===== src/rtl/dgm_pkg.sv =====
package dgm_pkg;
    localparam int unsigned SAMPLE_W  = 12;
    localparam int unsigned GAIN_W    = 16;
    localparam int unsigned GAIN_FRAC = 11;
    localparam int unsigned OUT_W     = 16;

    typedef enum logic [1:0] {
        MODE_MERGE     = 2'b00,
        MODE_HIGH      = 2'b01,
        MODE_LOW       = 2'b10,
        MODE_MERGE_ALT = 2'b11
    } merge_mode_e;

    typedef enum logic {
        ST_WAIT = 1'b0,
        ST_RUN  = 1'b1
    } frame_state_e;

    typedef struct packed {
        logic valid;
        logic sof;
        logic eol;
        logic chan;
    } pix_tag_t;
endpackage


===== src/rtl/dgm_frame_ctl.sv =====
module dgm_frame_ctl
    import dgm_pkg::*;
#(
    parameter int unsigned SW = SAMPLE_W
) (
    input  logic          clk,
    input  logic          rst_n,
    input  logic          pix_valid_i,
    input  logic          pix_sof_i,
    input  logic [SW-1:0] thr_i,
    input  logic [1:0]    mode_i,
    output logic          accept_o,
    output logic [SW-1:0] thr_eff_o,
    output merge_mode_e   mode_eff_o
);
    frame_state_e state_q, state_d;
    logic [SW-1:0] thr_q;
    merge_mode_e   mode_q;
    logic          start;

    assign start = pix_valid_i & pix_sof_i;

    // state register
    always_ff @(posedge clk) begin
        if (!rst_n) state_q <= ST_WAIT;
        else        state_q <= state_d;
    end

    // frame configuration capture
    always_ff @(posedge clk) begin
        if (!rst_n) begin
            thr_q  <= '1;
            mode_q <= MODE_MERGE;
        end else if (start) begin
            thr_q  <= thr_i;
            mode_q <= merge_mode_e'(mode_i);
        end
    end

    // next state: T_FRAME_START, T_FRAME_RESTART
    always_comb begin
        state_d = state_q;
        unique case (state_q)
            ST_WAIT: if (start) state_d = ST_RUN;
            ST_RUN:  state_d = ST_RUN;
        endcase
    end

    // outputs
    always_comb begin
        accept_o   = 1'b0;
        thr_eff_o  = thr_q;
        mode_eff_o = mode_q;
        unique case (state_q)
            ST_WAIT: accept_o = start;
            ST_RUN:  accept_o = pix_valid_i;
        endcase
        if (start) begin
            thr_eff_o  = thr_i;
            mode_eff_o = merge_mode_e'(mode_i);
        end
    end

    assert_thr_hold_R2: assert property (@(posedge clk) disable iff (!rst_n)
        !start |=> ($stable(thr_q) && $stable(mode_q)));
    assert_wait_drop_R8: assert property (@(posedge clk) disable iff (!rst_n)
        (state_q == ST_WAIT && !pix_sof_i) |-> !accept_o);
endmodule


===== src/rtl/dgm_select.sv =====
module dgm_select
    import dgm_pkg::*;
#(
    parameter int unsigned SW = SAMPLE_W,
    parameter int unsigned GW = GAIN_W
) (
    input  logic          clk,
    input  logic          rst_n,
    input  logic          accept_i,
    input  logic          sof_i,
    input  logic          eol_i,
    input  logic [SW-1:0] thr_i,
    input  merge_mode_e   mode_i,
    input  logic [SW-1:0] hi_i,
    input  logic [SW-1:0] lo_i,
    input  logic [SW-1:0] off_hi_i,
    input  logic [GW-1:0] gain_hi_i,
    input  logic [SW-1:0] off_lo_i,
    input  logic [GW-1:0] gain_lo_i,
    output pix_tag_t      tag_o,
    output logic [SW-1:0] sample_o,
    output logic [SW-1:0] off_o,
    output logic [GW-1:0] gain_o
);
    logic use_lo;

    always_comb begin
        use_lo = 1'b0;
        unique case (mode_i)
            MODE_HIGH:      use_lo = 1'b0;
            MODE_LOW:       use_lo = 1'b1;
            MODE_MERGE,
            MODE_MERGE_ALT: use_lo = !(hi_i < thr_i);
        endcase
    end

    always_ff @(posedge clk) begin
        if (!rst_n) begin
            tag_o    <= '0;
            sample_o <= '0;
            off_o    <= '0;
            gain_o   <= '0;
        end else begin
            tag_o.valid <= accept_i;
            tag_o.sof   <= accept_i & sof_i;
            tag_o.eol   <= accept_i & eol_i;
            tag_o.chan  <= use_lo;
            sample_o    <= use_lo ? lo_i     : hi_i;
            off_o       <= use_lo ? off_lo_i : off_hi_i;
            gain_o      <= use_lo ? gain_lo_i : gain_hi_i;
        end
    end

    assert_merge_pick_R1: assert property (@(posedge clk) disable iff (!rst_n)
        (accept_i && (mode_i == MODE_MERGE || mode_i == MODE_MERGE_ALT))
        |=> (tag_o.chan == ($past(hi_i) >= $past(thr_i))));
    assert_bypass_low_R7: assert property (@(posedge clk) disable iff (!rst_n)
        (accept_i && mode_i == MODE_LOW) |=> (tag_o.chan && sample_o == $past(lo_i)));
    assert_bypass_high_R7: assert property (@(posedge clk) disable iff (!rst_n)
        (accept_i && mode_i == MODE_HIGH) |=> (!tag_o.chan && sample_o == $past(hi_i)));
endmodule


===== src/rtl/dgm_offset.sv =====
module dgm_offset
    import dgm_pkg::*;
#(
    parameter int unsigned SW = SAMPLE_W,
    parameter int unsigned GW = GAIN_W
) (
    input  logic          clk,
    input  logic          rst_n,
    input  pix_tag_t      tag_i,
    input  logic [SW-1:0] sample_i,
    input  logic [SW-1:0] off_i,
    input  logic [GW-1:0] gain_i,
    output pix_tag_t      tag_o,
    output logic [SW-1:0] diff_o,
    output logic [GW-1:0] gain_o
);
    logic [SW-1:0] diff_w;

    always_comb begin
        diff_w = '0;
        if (sample_i > off_i) diff_w = sample_i - off_i;
    end

    always_ff @(posedge clk) begin
        if (!rst_n) begin
            tag_o  <= '0;
            diff_o <= '0;
            gain_o <= '0;
        end else begin
            tag_o  <= tag_i;
            diff_o <= diff_w;
            gain_o <= gain_i;
        end
    end

    assert_clamp_zero_R3: assert property (@(posedge clk) disable iff (!rst_n)
        (tag_i.valid && sample_i < off_i) |=> (diff_o == '0));
endmodule


===== src/rtl/dgm_scale.sv =====
module dgm_scale
    import dgm_pkg::*;
#(
    parameter int unsigned SW   = SAMPLE_W,
    parameter int unsigned GW   = GAIN_W,
    parameter int unsigned FRAC = GAIN_FRAC,
    parameter int unsigned OW   = OUT_W
) (
    input  logic          clk,
    input  logic          rst_n,
    input  pix_tag_t      tag_i,
    input  logic [SW-1:0] diff_i,
    input  logic [GW-1:0] gain_i,
    output pix_tag_t      tag_o,
    output logic [OW-1:0] pix_o
);
    localparam int unsigned SUM_W = SW + GW + 1;
    localparam logic [SUM_W-1:0] HALF    = SUM_W'(1) << (FRAC - 1);
    localparam logic [SUM_W-1:0] MAX_OUT = {{(SUM_W-OW){1'b0}}, {OW{1'b1}}};

    logic [SUM_W-1:0] prod_w;
    logic [SUM_W-1:0] rnd_w;
    logic [OW-1:0]    sat_w;

    assign prod_w = SUM_W'(diff_i) * SUM_W'(gain_i);
    assign rnd_w  = (prod_w + HALF) >> FRAC;
    assign sat_w  = (rnd_w > MAX_OUT) ? {OW{1'b1}} : rnd_w[OW-1:0];

    always_ff @(posedge clk) begin
        if (!rst_n) begin
            tag_o <= '0;
            pix_o <= '0;
        end else begin
            tag_o <= tag_i;
            pix_o <= sat_w;
        end
    end

    assert_saturate_R5: assert property (@(posedge clk) disable iff (!rst_n)
        (tag_i.valid && rnd_w > MAX_OUT) |=> (pix_o == {OW{1'b1}}));
    assert_zero_in_zero_out_R4: assert property (@(posedge clk) disable iff (!rst_n)
        (tag_i.valid && diff_i == '0) |=> (pix_o == '0));
endmodule


===== src/rtl/dgain_merge.sv =====
module dgain_merge
    import dgm_pkg::*;
#(
    parameter int unsigned SW   = SAMPLE_W,
    parameter int unsigned GW   = GAIN_W,
    parameter int unsigned FRAC = GAIN_FRAC,
    parameter int unsigned OW   = OUT_W
) (
    input  logic          clk,
    input  logic          rst_n,
    input  logic          pix_valid_i,
    input  logic          pix_sof_i,
    input  logic          pix_eol_i,
    input  logic [SW-1:0] hi_sample_i,
    input  logic [SW-1:0] lo_sample_i,
    input  logic [SW-1:0] hi_offset_i,
    input  logic [GW-1:0] hi_gain_i,
    input  logic [SW-1:0] lo_offset_i,
    input  logic [GW-1:0] lo_gain_i,
    input  logic [SW-1:0] threshold_i,
    input  logic [1:0]    mode_i,
    output logic [OW-1:0] pix_o,
    output logic          pix_valid_o,
    output logic          pix_sof_o,
    output logic          pix_eol_o,
    output logic          pix_chan_o
);
    logic          accept;
    logic [SW-1:0] thr_eff;
    merge_mode_e   mode_eff;
    pix_tag_t      tag_s1, tag_s2, tag_s3;
    logic [SW-1:0] sample_s1, off_s1, diff_s2;
    logic [GW-1:0] gain_s1, gain_s2;

    dgm_frame_ctl #(.SW(SW)) u_ctl (
        .clk(clk), .rst_n(rst_n),
        .pix_valid_i(pix_valid_i), .pix_sof_i(pix_sof_i),
        .thr_i(threshold_i), .mode_i(mode_i),
        .accept_o(accept), .thr_eff_o(thr_eff), .mode_eff_o(mode_eff)
    );

    dgm_select #(.SW(SW), .GW(GW)) u_sel (
        .clk(clk), .rst_n(rst_n),
        .accept_i(accept), .sof_i(pix_sof_i), .eol_i(pix_eol_i),
        .thr_i(thr_eff), .mode_i(mode_eff),
        .hi_i(hi_sample_i), .lo_i(lo_sample_i),
        .off_hi_i(hi_offset_i), .gain_hi_i(hi_gain_i),
        .off_lo_i(lo_offset_i), .gain_lo_i(lo_gain_i),
        .tag_o(tag_s1), .sample_o(sample_s1), .off_o(off_s1), .gain_o(gain_s1)
    );

    dgm_offset #(.SW(SW), .GW(GW)) u_off (
        .clk(clk), .rst_n(rst_n),
        .tag_i(tag_s1), .sample_i(sample_s1), .off_i(off_s1), .gain_i(gain_s1),
        .tag_o(tag_s2), .diff_o(diff_s2), .gain_o(gain_s2)
    );

    dgm_scale #(.SW(SW), .GW(GW), .FRAC(FRAC), .OW(OW)) u_scl (
        .clk(clk), .rst_n(rst_n),
        .tag_i(tag_s2), .diff_i(diff_s2), .gain_i(gain_s2),
        .tag_o(tag_s3), .pix_o(pix_o)
    );

    assign pix_valid_o = tag_s3.valid;
    assign pix_sof_o   = tag_s3.sof;
    assign pix_eol_o   = tag_s3.eol;
    assign pix_chan_o  = tag_s3.chan;

    assert_latency_valid_R6: assert property (@(posedge clk) disable iff (!rst_n)
        pix_valid_o |-> $past(pix_valid_i, 3));
    assert_latency_sof_R6: assert property (@(posedge clk) disable iff (!rst_n)
        pix_sof_o |-> ($past(pix_sof_i, 3) && pix_valid_o));
    assert_latency_eol_R6: assert property (@(posedge clk) disable iff (!rst_n)
        pix_eol_o |-> ($past(pix_eol_i, 3) && pix_valid_o));
    assert_no_valid_gap_R9: assert property (@(posedge clk) disable iff (!rst_n)
        $past(!pix_valid_i, 3) |-> !pix_valid_o);
endmodule


===== config.mk =====
export PLATFORM = sky130hd
export DESIGN_NAME = dgain_merge
export DESIGN_NICKNAME = d
export VERILOG_FILES = /design/src/rtl/dgm_pkg.sv /design/src/rtl/dgm_frame_ctl.sv /design/src/rtl/dgm_select.sv /design/src/rtl/dgm_offset.sv /design/src/rtl/dgm_scale.sv /design/src/rtl/dgain_merge.sv
export SDC_FILE = /design/constraint.sdc
export NUM_CORES = 1
export LEC_CHECK = 0
export BUFFER_PORTS_ARGS = -buffer_cell sky130_fd_sc_hd__buf_2
export CORE_UTILIZATION = 55
export CTS_BUF_LIST = sky130_fd_sc_hd__clkbuf_8
export CTS_CLUSTER_SIZE = 8
export DETAILED_ROUTE_END_ITERATION = 7
export GPL_ROUTABILITY_DRIVEN = 0
export PLACE_DENSITY = 0.79
export SLEW_MARGIN = 20
export SYNTH_ARGS = -nofsm -noshare
export SYNTH_HDL_FRONTEND = slang
export SYNTH_SLANG_ARGS = --single-unit

===== constraint.sdc =====
create_clock -name clk -period 5.4 [get_ports clk]
set_input_delay 0.27 -clock clk [delete_from_list [all_inputs] [get_ports clk]]
set_output_delay 0.27 -clock clk [all_outputs]
set_load 0.1 [all_outputs]

Yosys cells after proc, flatten, opt, wreduce, memory -nomap -nowiden
Index checks and enable logic that the tools add are counted.
{"block": "totals", "word_cells": 48, "out_inout_bits": 20, "ff_bits": 111, "inputBits": 99}
{"block": "op_classes", "n_bitwise": 4, "mul": 1, "eq_ne": 3, "n_lt_le_gt_ge": 3, "mux": 10, "n_reduce_logical": 4, "addsub": 2}
{"operator": "$mux W12", "count": 3}
{"operator": "$mux W16", "count": 2}
{"operator": "$add A28 B11 Y29 const B", "count": 1}
{"operator": "$mul A12 B16 Y28", "count": 1}
{"operator": "$gt A18 B16 Y1 const B", "count": 1}
{"operator": "$gt A12 B12 Y1", "count": 1}
{"operator": "$lt A12 B12 Y1", "count": 1}
{"operator": "$sub A12 B12 Y12", "count": 1}
{"operator": "$eq A2 B2 Y1 const B", "count": 2}
{"operator": "$pmux W1 S2", "count": 2}
{"operator": "$and A1 B1 Y1", "count": 3}
{"operator": "$pmux W1 S3", "count": 1}
{"operator": "$eq A2 B1 Y1 const B", "count": 1}
{"operator": "$logic_not A2 Y1", "count": 1}
{"operator": "$mux W2", "count": 1}
{"operator": "$reduce_and A2 Y1", "count": 1}
{"operator": "$reduce_or A2 Y1", "count": 1}
{"operator": "$logic_not A1 Y1", "count": 1}
{"operator": "$mux W1", "count": 1}
{"operator": "$not A1 Y1", "count": 1}

Depth between registers and ports, before layout
Gate-level depths: netlist of the first run.
{"block": "depth", "depth_word": 6, "ltp_mapped": 22, "mapped_depth_nobuf": 20}

By module
From an unflattened synthesis of the first run, not the netlist that was laid out.
{"block": "hier_totals", "cells_unflattened": 1257, "hier_area_um2": 11173.2}
{"module": "dgm_scale", "area_per_inst_um2": 6919.1, "instances": 1, "seq_area_each_um2": 400.4, "cells_per_inst": 794}
{"module": "dgm_select", "area_per_inst_um2": 2021.9, "instances": 1, "seq_area_each_um2": 880.8, "cells_per_inst": 224}
{"module": "dgm_offset", "area_per_inst_um2": 1455.1, "instances": 1, "seq_area_each_um2": 640.6, "cells_per_inst": 155}
{"module": "dgm_frame_ctl", "area_per_inst_um2": 777.0, "instances": 1, "seq_area_each_um2": 300.3, "cells_per_inst": 84}

Least setup slack after synthesis of the first run
OpenSTA, ideal clock, no wires.
{"block": "synth_timing", "path_type": "register -> register", "from": "reg u_off.diff_o[11]", "to": "reg u_scl.pix_o[8]", "setup_slack_ns": 0.005, "required_time_ns": 5.329, "path_buffers": 2, "arrival_time_ns": 5.324, "stages_incl_launch_ff": 21, "period_less_slack_ns": 5.395, "setup_time_ns": 0.071, "path_cell_list": "dfxtp_1 -> clkbuf_1 -> nand2_1 -> fa_1 -> fa_1 -> inv_1 -> fa_1 -> fa_1 -> inv_1 -> fa_1 -> inv_1 -> ha_1 -> and3_1 -> nor3_1 -> a21oi_1 -> and3_1 -> o21a_1 -> o211a_1 -> nor3_2 -> buf_4 -> o21bai_1"}
{"block": "synth_via", "elab_chain_cells": 4}
{"element": "from (decl)", "line_no": "dgm_offset.sv:14", "rtl": "output logic [SW-1:0] diff_o,"}
{"element": "from (signal assigned)", "line_no": "dgm_offset.sv:31", "rtl": "diff_o <= diff_w;"}
{"element": "$mul A12 B16 Y28 *", "line_no": "dgm_scale.sv:25", "rtl": "assign prod_w = SUM_W'(diff_i) * SUM_W'(gain_i);"}
{"element": "$add A28 B11 Y29 *", "line_no": "dgm_scale.sv:26", "rtl": "assign rnd_w = (prod_w + HALF) >> FRAC;"}
{"element": "$gt A18 B16 Y1", "line_no": "dgm_scale.sv:27", "rtl": "assign sat_w = (rnd_w > MAX_OUT) ? {OW{1'b1}} : rnd_w[OW-1:0];"}
{"element": "$mux W16 *", "line_no": "dgm_scale.sv:27"}
{"element": "to (signal assigned)", "line_no": "dgm_scale.sv:35", "rtl": "pix_o <= sat_w;"}
{"element": "to (decl)", "line_no": "dgm_scale.sv:15", "rtl": "output logic [OW-1:0] pix_o"}
Every way passes the cells marked *; elsewhere a longest branch is shown, timed or not.
A chain may end at the register's enable or synchronous reset.

Worst setup path in the final report of the first run
{"block": "layout_timing", "from": "reg u_off.gain_o[8]", "to": "reg u_scl.pix_o[11]"}
{"block": "layout_via", "elab_chain_cells": 4}
{"element": "from (decl)", "line_no": "dgm_offset.sv:15", "rtl": "output logic [GW-1:0] gain_o"}
{"element": "from (signal assigned)", "line_no": "dgm_offset.sv:32", "rtl": "gain_o <= gain_i;"}
{"element": "$mul A12 B16 Y28 *", "line_no": "dgm_scale.sv:25"}
{"element": "$add A28 B11 Y29 *", "line_no": "dgm_scale.sv:26"}
{"element": "$gt A18 B16 Y1", "line_no": "dgm_scale.sv:27"}
{"element": "$mux W16 *", "line_no": "dgm_scale.sv:27"}
Marked as above.

==> results of run 1 <==
==> cell type report <==
type / count / area share (%)
Multi-Input combinational cell: 760 / 59.91
Sequential cell: 111 / 18.44
Timing Repair Buffer: 218 / 12.22
Inverter: 190 / 5.730
Tap cell: 229 / 2.302
Clock buffer: 10 / 1.106
Clock inverter: 5 / 0.2915
==> routing by layer <==
| layer | vias to the layer above | GRT usage, % | part of all wire (%) |
|---|---|---|---|
| met3 | 51 | 4.454 | 5.9 |
| li1 | 3794 | - | - |
| met1 | 3785 | 31.52 | 43 |
| met4 | 0 | 9.123 | 2.8 |
| met2 | 305 | 42.43 | 49 |
| met5 | - | 0 | 0 |
==> state kept, by name, summed over array words and instances, names as in the netlist <==
name            flops
u_sel.gain_o       16
u_ctl.state_q       1
u_off.diff_o       12
u_ctl.thr_q        12
u_sel.sample_o     12
u_scl.tag_o         4
u_off.tag_o         4
u_ctl.mode_q        2
u_scl.pix_o        16
u_off.gain_o       16
u_sel.tag_o         4
u_sel.off_o        12
==> repair_timing <==
action | CTS | global route
cloned | 1 | 0
buffers inserted | 13 | 12
setup endpoints to repair | 16 | 16
pin swaps | 16 | 68
gates resized for setup | 60 | 74
==> critical path: cells and delay by family (launching register included) <==
| kind | cells | cell delay, ns |
|---|---|---|
| flip-flops | 1 | 0.41 |
| adder cells (fa/ha/maj) | 6 | 2.90 |
| AO/OA/AOI/OAI | 5 | 1.30 |
| buffers and inverters | 4 | 0.30 |
| AND/OR/NAND/NOR | 4 | 0.45 |
==> cells in the mapped netlist (3+ instances only) <==
cell,number
sky130_fd_sc_hd__inv_1,190
sky130_fd_sc_hd__nand2_1,146
sky130_fd_sc_hd__fa_1,142
sky130_fd_sc_hd__dfxtp_1,111
sky130_fd_sc_hd__ha_1,102
sky130_fd_sc_hd__and2_1,95
sky130_fd_sc_hd__nor2_1,66
sky130_fd_sc_hd__mux2i_1,54
sky130_fd_sc_hd__clkbuf_1,38
sky130_fd_sc_hd__a21o_1,22
sky130_fd_sc_hd__a21oi_1,21
sky130_fd_sc_hd__o21ai_0,10
sky130_fd_sc_hd__xnor2_1,10
sky130_fd_sc_hd__xor2_1,9
sky130_fd_sc_hd__nor3_1,8
sky130_fd_sc_hd__and3_1,7
sky130_fd_sc_hd__nand3_1,7
sky130_fd_sc_hd__nand2b_1,5
sky130_fd_sc_hd__nand4_1,5
sky130_fd_sc_hd__nor2b_1,5
sky130_fd_sc_hd__buf_6,4
sky130_fd_sc_hd__a31o_1,3
sky130_fd_sc_hd__nor4_1,3
sky130_fd_sc_hd__o21a_1,3
sky130_fd_sc_hd__o21ai_1,3
sky130_fd_sc_hd__or3_1,3
==> metrics by stage <==
step                std cells  TNS, ns  instance area [sq um]
finish                   1523  -0.2723                  12450
floorplan                1107        0                  10280
global placement         1482   -1.963                  11560
detailed placement       1482   -3.904                  11560
global route             1523   -2.664                  12450
CTS                      1511        0                  12060
==> cell families (layout without fill, tap and decap cells) <==
logic type / count (synthesis) / after routing / synth area share, %
AO/OA/AOI/OAI: 87 / 87 / 6.075
XOR/XNOR: 19 / 19 / 1.619
adder cells (fa/ha/maj): 244 / 244 / 40.08
buffers and inverters: 236 / 423 / 8.960
flip-flops: 111 / 111 / 21.62
multiplexers: 54 / 54 / 5.259
AND/OR/NAND/NOR: 356 / 356 / 16.39
==> power by group <==
group	internal [mW]	leakage (nW)	total [mW]	switching, mW
registers	0.903	0.929	0.961	0.0577
logic	0.500	5.43	1.19	0.692
clock network	0.178	0.0858	0.458	0.280
total	1.58	6.45	2.61	1.03
==> worst max path at each step <==
stage / start / to / cells past startpoint
floorplan: u_off.diff_o[11] / u_scl.pix_o[8] / 20
detailed placement: u_off.gain_o[4] / u_scl.pix_o[15] / 19
CTS: u_off.diff_o[7] / u_scl.pix_o[14] / 21
finish: u_off.gain_o[8] / u_scl.pix_o[11] / 19
global placement: u_off.gain_o[9] / u_scl.pix_o[15] / 20
global route: u_off.diff_o[7] / u_scl.pix_o[14] / 21
==> key figures, run 1 <==
Timing
  – Worst rel slew slack: 36.46%
  – Slew Limit Fails: 0
  – Final worst path period need: ~5.5 ns
  – Endpoints failing hold: 0
  – Worst hold margin: 0.1142 ns
  – Worst Slack Setup Final: -0.06869 ns
  – Tcrit/Tclk final: 101.3%
  – Setup violations, final: 11
  – Slew @ Worst Pin: roughly 0.94 ns
  – Unrepaired setup endpoints after global routing: true
  – Worst Clk Skew: 0.01280 ns
  – Peak clock frequency supported by timing: 0.1829 GHz

Power
  – Worst vdd ir: 188.9 uV
  – Power density cells: approximately 210 nW/um^2
  – Design Power: about 2.6 mW
  – Leak Pwr: 6.448 nW

Setup path
  – Nature of the critical path endpoint: flip-flop
  – Worst-case reg-to-reg path depth: 19
  – Critical path class: reg -> reg
  – Startpoint of the worst register-to-register path: u_off.gain_o[8]
  – CP max stage delay: 0.55 ns
  – Startpoint Class: flip-flop
  – Cell with the largest stage delay on the worst path: sky130_fd_sc_hd__fa_1
  – CP max FO: 6
  – Crit-path most repeated cell: sky130_fd_sc_hd__fa_1
  – Setup slack, reg-to-reg: -0.07 ns
  – RR Endpoint: u_scl.pix_o[11]
  – Worst path arrival time: 5.75 ns
  – CP cell instances: buf_6 > nand2_1 > fa_1 > fa_1 > inv_1 > fa_1 > fa_1 > inv_1 > fa_1 > inv_1 > ha_4 > and3_4 > nor3_4 > a21oi_2 > nand2_1 > o21ai_1 > a21oi_1 > o2111a_1 > a211o_1
  – Required time of the critical path: 5.68 ns

Status
  – Outcome: finished, violations left
  – Failing checks: setup timing

Routing
  – Initial DRC count: 450
  – Number of nets with antenna violations after detailed routing: 0
  – Routed Wire Length: 24.02 mm
  – First-pass DRT Iterations: 6
  – Detail-routed net length per standard cell: 15.77 um
  – Drc violations: 0
  – Vias post-DR: slightly below 8000
  – Detailed-route vias per instance: 5.210

Layout
  – Utilization after layout: between 60% and 70%
  – Fill cell total of the finished layout: 1289
  – Proportion of layout cells with a drive suffix above 1: 25.66%
  – Count of nets after finishing: 1633
  – Area occupied by multi-input gates: around 7500 sq um
  – Antenna cell count: 0
  – Synth-to-Final Area Change: 21.11%
  – Leading cell types in the layout, fill and taps excluded: sky130_fd_sc_hd__inv_1 (181), sky130_fd_sc_hd__nand2_1 (144), sky130_fd_sc_hd__fa_1 (128), sky130_fd_sc_hd__buf_2 (118), sky130_fd_sc_hd__ha_1 (91)
  – Footprint of the flip-flops and latches: approximately 2300 sq um
  – Commonest non-fill, non-tap cell in the layout: sky130_fd_sc_hd__inv_1

Synthesis
  – Fraction of registers with async set or reset after synthesis: 0%
  – Number of distinct library cells after synthesis: 54
  – Post-synthesis sequential element count: between 100 and 150
  – Most used DFF post-synth: sky130_fd_sc_hd__dfxtp_1
  – Register area share after synthesis: between 20% and 30%
  – Count of flip-flops with a built-in enable after synthesis: 0
  – Yosys top cell area share: around 28%
  – Top area cells in the synthesized netlist: sky130_fd_sc_hd__fa_1 (28%), sky130_fd_sc_hd__dfxtp_1 (22%), sky130_fd_sc_hd__ha_1 (12%)
  – Yosys warnings: 0
  – Syn nets: 1450
  – Cell area after synthesis: just over 10000 sq um
  – Cell count after synthesis: approximately 1100
  – Mean Syn Cell Area: 9.284 sq um
  – Leading area contributor after synthesis: sky130_fd_sc_hd__fa_1

Floorplan
  – Ports placed on the boundary: 119
  – Die W: about 140 um
  – Number of placement rows: 49
  – Area of the placeable core: approximately 18000 sq um
  – Starting density of the core: between 50% and 60%
  – Vertical extent of the die: 138.7 um
  – Total Die Area: 19240 sq um

Clock network
  – CTS sink count: 111
  – CTS tree: yes
  – Maximum count of clock buffers along a single path: 2
  – Reg clk slew, reported paths: 0.10 ns
  – Library cell used as clock root buffer: sky130_fd_sc_hd__clkbuf_8
  – Quantity of hold-fixing buffers added after cts: 0
  – Max H-tree Level: 3
  – Clock buffers created by TritonCTS: 9
  – Latest clock arrival within the worst-skew pair: 0.38 ns

Worst hold path
  – Hold_sp: hi_offset_i[7]
  – Worst hold endpoint: u_sel.off_o[7]
  – Hold Crit Class: in -> reg
  – Worst hold path cell count: 3

Placed design
  – Total of buffers placed on input and output ports: 118
  – DP Wirelength: 18.48 mm
  – Setup slack after placement: -0.2996 ns

Global route
  – Antenna violations before repair: 0
  – Global-route wire length before repair: about 38 mm
  – Final global-route overflow total: 0
  – Largest net degree at the start of global routing: 54
  – Overall fraction of global-route tracks in use: 24.80%
  – Vias in the first global route: 8182

Run
  – Max-cap check violation count: 0
Power figures use the tool's default switching activity.
==> inputs of run 2 (changes only) <==
--- a/config.mk
+++ b/config.mk
@@ -12,6 +12,7 @@
 export DETAILED_ROUTE_END_ITERATION = 7
 export GPL_ROUTABILITY_DRIVEN = 0
 export PLACE_DENSITY = 0.79
+export RECOVER_POWER = 25
 export SLEW_MARGIN = 20
 export SYNTH_ARGS = -nofsm -noshare
 export SYNTH_HDL_FRONTEND = slang
==> run 2 against run 1 <==
  * The run still ends with setup timing left
  * Global-route usage is the same
  * Clock skew is essentially flat
  * Non-clock buffer count is the same
  * Sequential power is essentially flat
  * Worst hold slack lost 0.00077 ns
  * Critical path depth is the same
  * Core utilization is essentially flat
  * Via count grew 0.10%
  * Routed wire length shrank 0.23%
  * Setup slack gained 0.0053 ns
  * Power is essentially flat
  * Register-to-register slack is essentially flat
  * Critical endpoint unchanged
  * Largest power group unchanged
  * Highest routed layer unchanged
==> key figures, run 2 (synthesis results as in run 1) <==
Status
  – Outcome: finished, violations left (unchanged)
  – Failing checks: setup timing (unchanged)

Timing
  – Slew @ Worst Pin: 0.9281 ns (was 0.9407 ns)
  – Worst rel slew slack: 37.31% (was 36.46%)
  – Setup violations, final: 11 (unchanged)
  – Worst Clk Skew: 0.01288 ns (was 0.01280 ns)
  – Unrepaired setup endpoints after global routing: true (unchanged)
  – Slew Limit Fails: 0 (unchanged)
  – Worst Slack Setup Final: -0.06339 ns (was -0.06869 ns)
  – Final worst path period need: 5.463 ns (was 5.469 ns)
  – Peak clock frequency supported by timing: 0.1830 GHz (was 0.1829 GHz)
  – Fin Setup TNS: -0.2454 ns (was -0.2723 ns)
  – Tcrit/Tclk final: 101.2% (was 101.3%)
  – Endpoints failing hold: 0 (unchanged)

Floorplan
  – Total Die Area: 19240 sq um (unchanged)
  – Vertical extent of the die: 138.7 um (unchanged)
  – Ports placed on the boundary: 119 (unchanged)
  – Number of placement rows: 49 (unchanged)
  – Die W: 138.7 um (unchanged)
  – Starting density of the core: 56.63% (unchanged)
  – Area of the placeable core: 18150 sq um (unchanged)

Clock network
  – Max H-tree Level: 3 (unchanged)
  – Library cell used as clock root buffer: sky130_fd_sc_hd__clkbuf_8 (unchanged)
  – CTS sink count: 111 (unchanged)
  – Latest clock arrival within the worst-skew pair: 0.38 ns (about the same)
  – Maximum count of clock buffers along a single path: 2 (unchanged)
  – Reg clk slew, reported paths: 0.11 ns (was 0.10 ns)
  – Clock buffers created by TritonCTS: 9 (unchanged)
  – Quantity of hold-fixing buffers added after cts: 0 (unchanged)
  – CTS tree: yes (unchanged)

Worst hold path
  – Hold Crit Class: in -> reg (unchanged)
  – Hold_sp: hi_offset_i[7] (unchanged)
  – Worst hold path cell count: 3 (unchanged)

Layout
  – Final instance area: 12440 sq um (was 12450 sq um)
  – Commonest non-fill, non-tap cell in the layout: sky130_fd_sc_hd__inv_1 (unchanged)
  – Fill cell total of the finished layout: 1290 (was 1289)
  – Area occupied by multi-input gates: 7455 sq um (was 7457 sq um)
  – Footprint of the flip-flops and latches: 2295 sq um (unchanged)
  – Leading cell types in the layout, fill and taps excluded: sky130_fd_sc_hd__inv_1 (181), sky130_fd_sc_hd__nand2_1 (145), sky130_fd_sc_hd__fa_1 (128), sky130_fd_sc_hd__buf_2 (117), sky130_fd_sc_hd__ha_1 (91) (was sky130_fd_sc_hd__inv_1 (181), sky130_fd_sc_hd__nand2_1 (144), sky130_fd_sc_hd__fa_1 (128), sky130_fd_sc_hd__buf_2 (118), sky130_fd_sc_hd__ha_1 (91))
  – Count of nets after finishing: 1633 (unchanged)
  – Proportion of layout cells with a drive suffix above 1: 25.50% (was 25.66%)
  – Antenna cell count: 0 (unchanged)
  – Biggest registers after layout: u_off.gain_o: 16 flops, u_scl.pix_o: 16 flops, u_sel.gain_o: 16 flops (unchanged)
  – Synth-to-Final Area Change: 21.07% (was 21.11%)

Routing
  – Routed Wire Length: 23.97 mm (was 24.02 mm)
  – Wire length on met2: 11.68 mm (was 11.69 mm)
  – Number of nets with antenna violations after detailed routing: 0 (unchanged)
  – Routed metal-1 wire length: 10.26 mm (was 10.25 mm)
  – First-pass DRT Iterations: 5 (was 6)
  – Drc violations: 0 (unchanged)
  – Detail-routed net length per standard cell: 15.74 um (was 15.77 um)
  – Vias post-DR: 7943 (was 7935)
  – Uppermost routed layer: met4 (unchanged)
  – Met3 layer wire length in the routed design: 1.362 mm (was 1.412 mm)
  – Detailed-route vias per instance: 5.215 (was 5.210)
  – Initial DRC count: 458 (was 450)

Setup path
  – Startpoint of the worst register-to-register path: u_off.gain_o[8] (unchanged)
  – CP max FO: 6 (unchanged)
  – Worst path arrival time: 5.74 ns (was 5.75 ns)
  – CP cell instances: buf_6 > nand2_1 > fa_1 > fa_1 > inv_1 > fa_1 > fa_1 > inv_1 > fa_1 > inv_1 > ha_4 > and3_4 > nor3_4 > a21oi_2 > nand2_1 > o21ai_1 > a21oi_1 > o2111a_1 > a211o_1 (unchanged)
  – Worst-case reg-to-reg path depth: 19 (unchanged)
  – Setup slack, reg-to-reg: -0.06 ns (was -0.07 ns)
  – Launch point of the worst path: u_off.gain_o[8] (unchanged)
  – Critical path class: reg -> reg (unchanged)
  – Top delay family on crit path: adder cells (unchanged)
  – Number of buffer and inverter instances along the worst setup path: 4 (unchanged)
  – Nature of the critical path endpoint: flip-flop (unchanged)
  – Cell with the largest stage delay on the worst path: sky130_fd_sc_hd__fa_1 (unchanged)
  – Startpoint Class: flip-flop (unchanged)
  – Cell depth of the worst setup path: 19 (unchanged)
  – Required time of the critical path: 5.68 ns (about the same)
  – CP max stage delay: 0.55 ns (about the same)
  – Crit-path most repeated cell: sky130_fd_sc_hd__fa_1 (unchanged)

Global route
  – Global-route wire length before repair: 38.03 mm (unchanged)
  – Antenna violations before repair: 0 (unchanged)
  – Final global-route overflow total: 0 (unchanged)
  – Vias in the first global route: 8182 (unchanged)
  – Overall fraction of global-route tracks in use: 24.80% (unchanged)
  – Largest net degree at the start of global routing: 54 (unchanged)

Placed design
  – Placed cell areas: 11560 sq um (unchanged)
  – Total of buffers placed on input and output ports: 118 (unchanged)
  – DP Wirelength: 18.48 mm (unchanged)

Power
  – Worst vdd ir: 188.8 uV (was 188.9 uV)
  – Leak Pwr: 6.438 nW (was 6.448 nW)
  – Power density cells: 209.6 nW/um^2 (was 209.7 nW/um^2)

Run
  – Max-cap check violation count: 0 (unchanged)
==> run 2: cell types whose count changed in the layout (fill, tap and decap cells not counted), sizes merged <==
cell,change
buf,-1
clkbuf,+1
==> run 2: metrics by stage <==
step / total power [mW] / hold WS, ns / worst slack (ns) / instances / util (%)
after floorplan: 1.693 / 0.3917 / 0.004909 / 1107 / -
after detailed placement: 2.012 / 0.4189 / -0.2996 / 1482 / 63.73
after CTS: 2.527 / 0.09974 / 0.004341 / 1511 / 66.47
after global routing: 2.772 / 0.09923 / -0.2049 / 1523 / 68.57
final: 2.608 / 0.1135 / -0.06339 / 1523 / 68.57
after global placement: 1.984 / 0.4136 / -0.1706 / 1482 / 63.73
==> run 2: area by class of cell <==
type | count | area share [%]
multi-input combinational | 760 | 59.91
clock inverter | 5 | 0.2916
clock buffer | 10 | 1.106
tap | 229 | 2.303
inverter | 190 | 5.732
timing repair buffer | 218 | 12.22
sequential | 111 | 18.44
==> run 2: path summary, 6_finish.rpt <==
kind	endpoint
worst max-delay path	u_scl.pix_o[11]
worst min-delay path	u_sel.off_o[7]
worst max register to register	u_scl.pix_o[11]
worst min register to register	u_scl.tag_o[2]
==> run 2: worst register-to-register path, stage by stage (launching register included) <==
cell	delay, ns
sky130_fd_sc_hd__dfxtp_4	0.41
sky130_fd_sc_hd__buf_6	0.11
sky130_fd_sc_hd__nand2_1	0.07
sky130_fd_sc_hd__fa_1	0.50
sky130_fd_sc_hd__fa_1	0.55
sky130_fd_sc_hd__inv_1	0.08
sky130_fd_sc_hd__fa_1	0.50
sky130_fd_sc_hd__fa_1	0.54
sky130_fd_sc_hd__inv_1	0.05
sky130_fd_sc_hd__fa_1	0.52
sky130_fd_sc_hd__inv_1	0.06
sky130_fd_sc_hd__ha_4	0.29
sky130_fd_sc_hd__and3_4	0.21
sky130_fd_sc_hd__nor3_4	0.05
sky130_fd_sc_hd__a21oi_2	0.15
sky130_fd_sc_hd__nand2_1	0.12
sky130_fd_sc_hd__o21ai_1	0.37
sky130_fd_sc_hd__a21oi_1	0.21
sky130_fd_sc_hd__o2111a_1	0.28
sky130_fd_sc_hd__a211o_1	0.28
==> run 2: layer usage <==
| metal | global-route usage [%] | up-vias |
|---|---|---|
| met1 | 31.52 | 3804 |
| met4 | 9.123 | 0 |
| met5 | 0 | - |
| met3 | 4.454 | 51 |
| met2 | 42.43 | 291 |
| li1 | - | 3797 |
==> run 2: what timing repair did <==
action                                  in CTS  in global routing
setup buffers                               13                 12
gates resized for setup                     60                 74
pin swaps                                   16                 68
cloned                                       1                  0
endpoints found under the setup margin      16                 16
==> run 2: where the power goes <==
group	switching [mW]	leakage [nW]	total (mW)	internal, mW
clock network	0.280	0.0858	0.458	0.178
logic	0.690	5.42	1.19	0.499
registers	0.0577	0.929	0.961	0.903
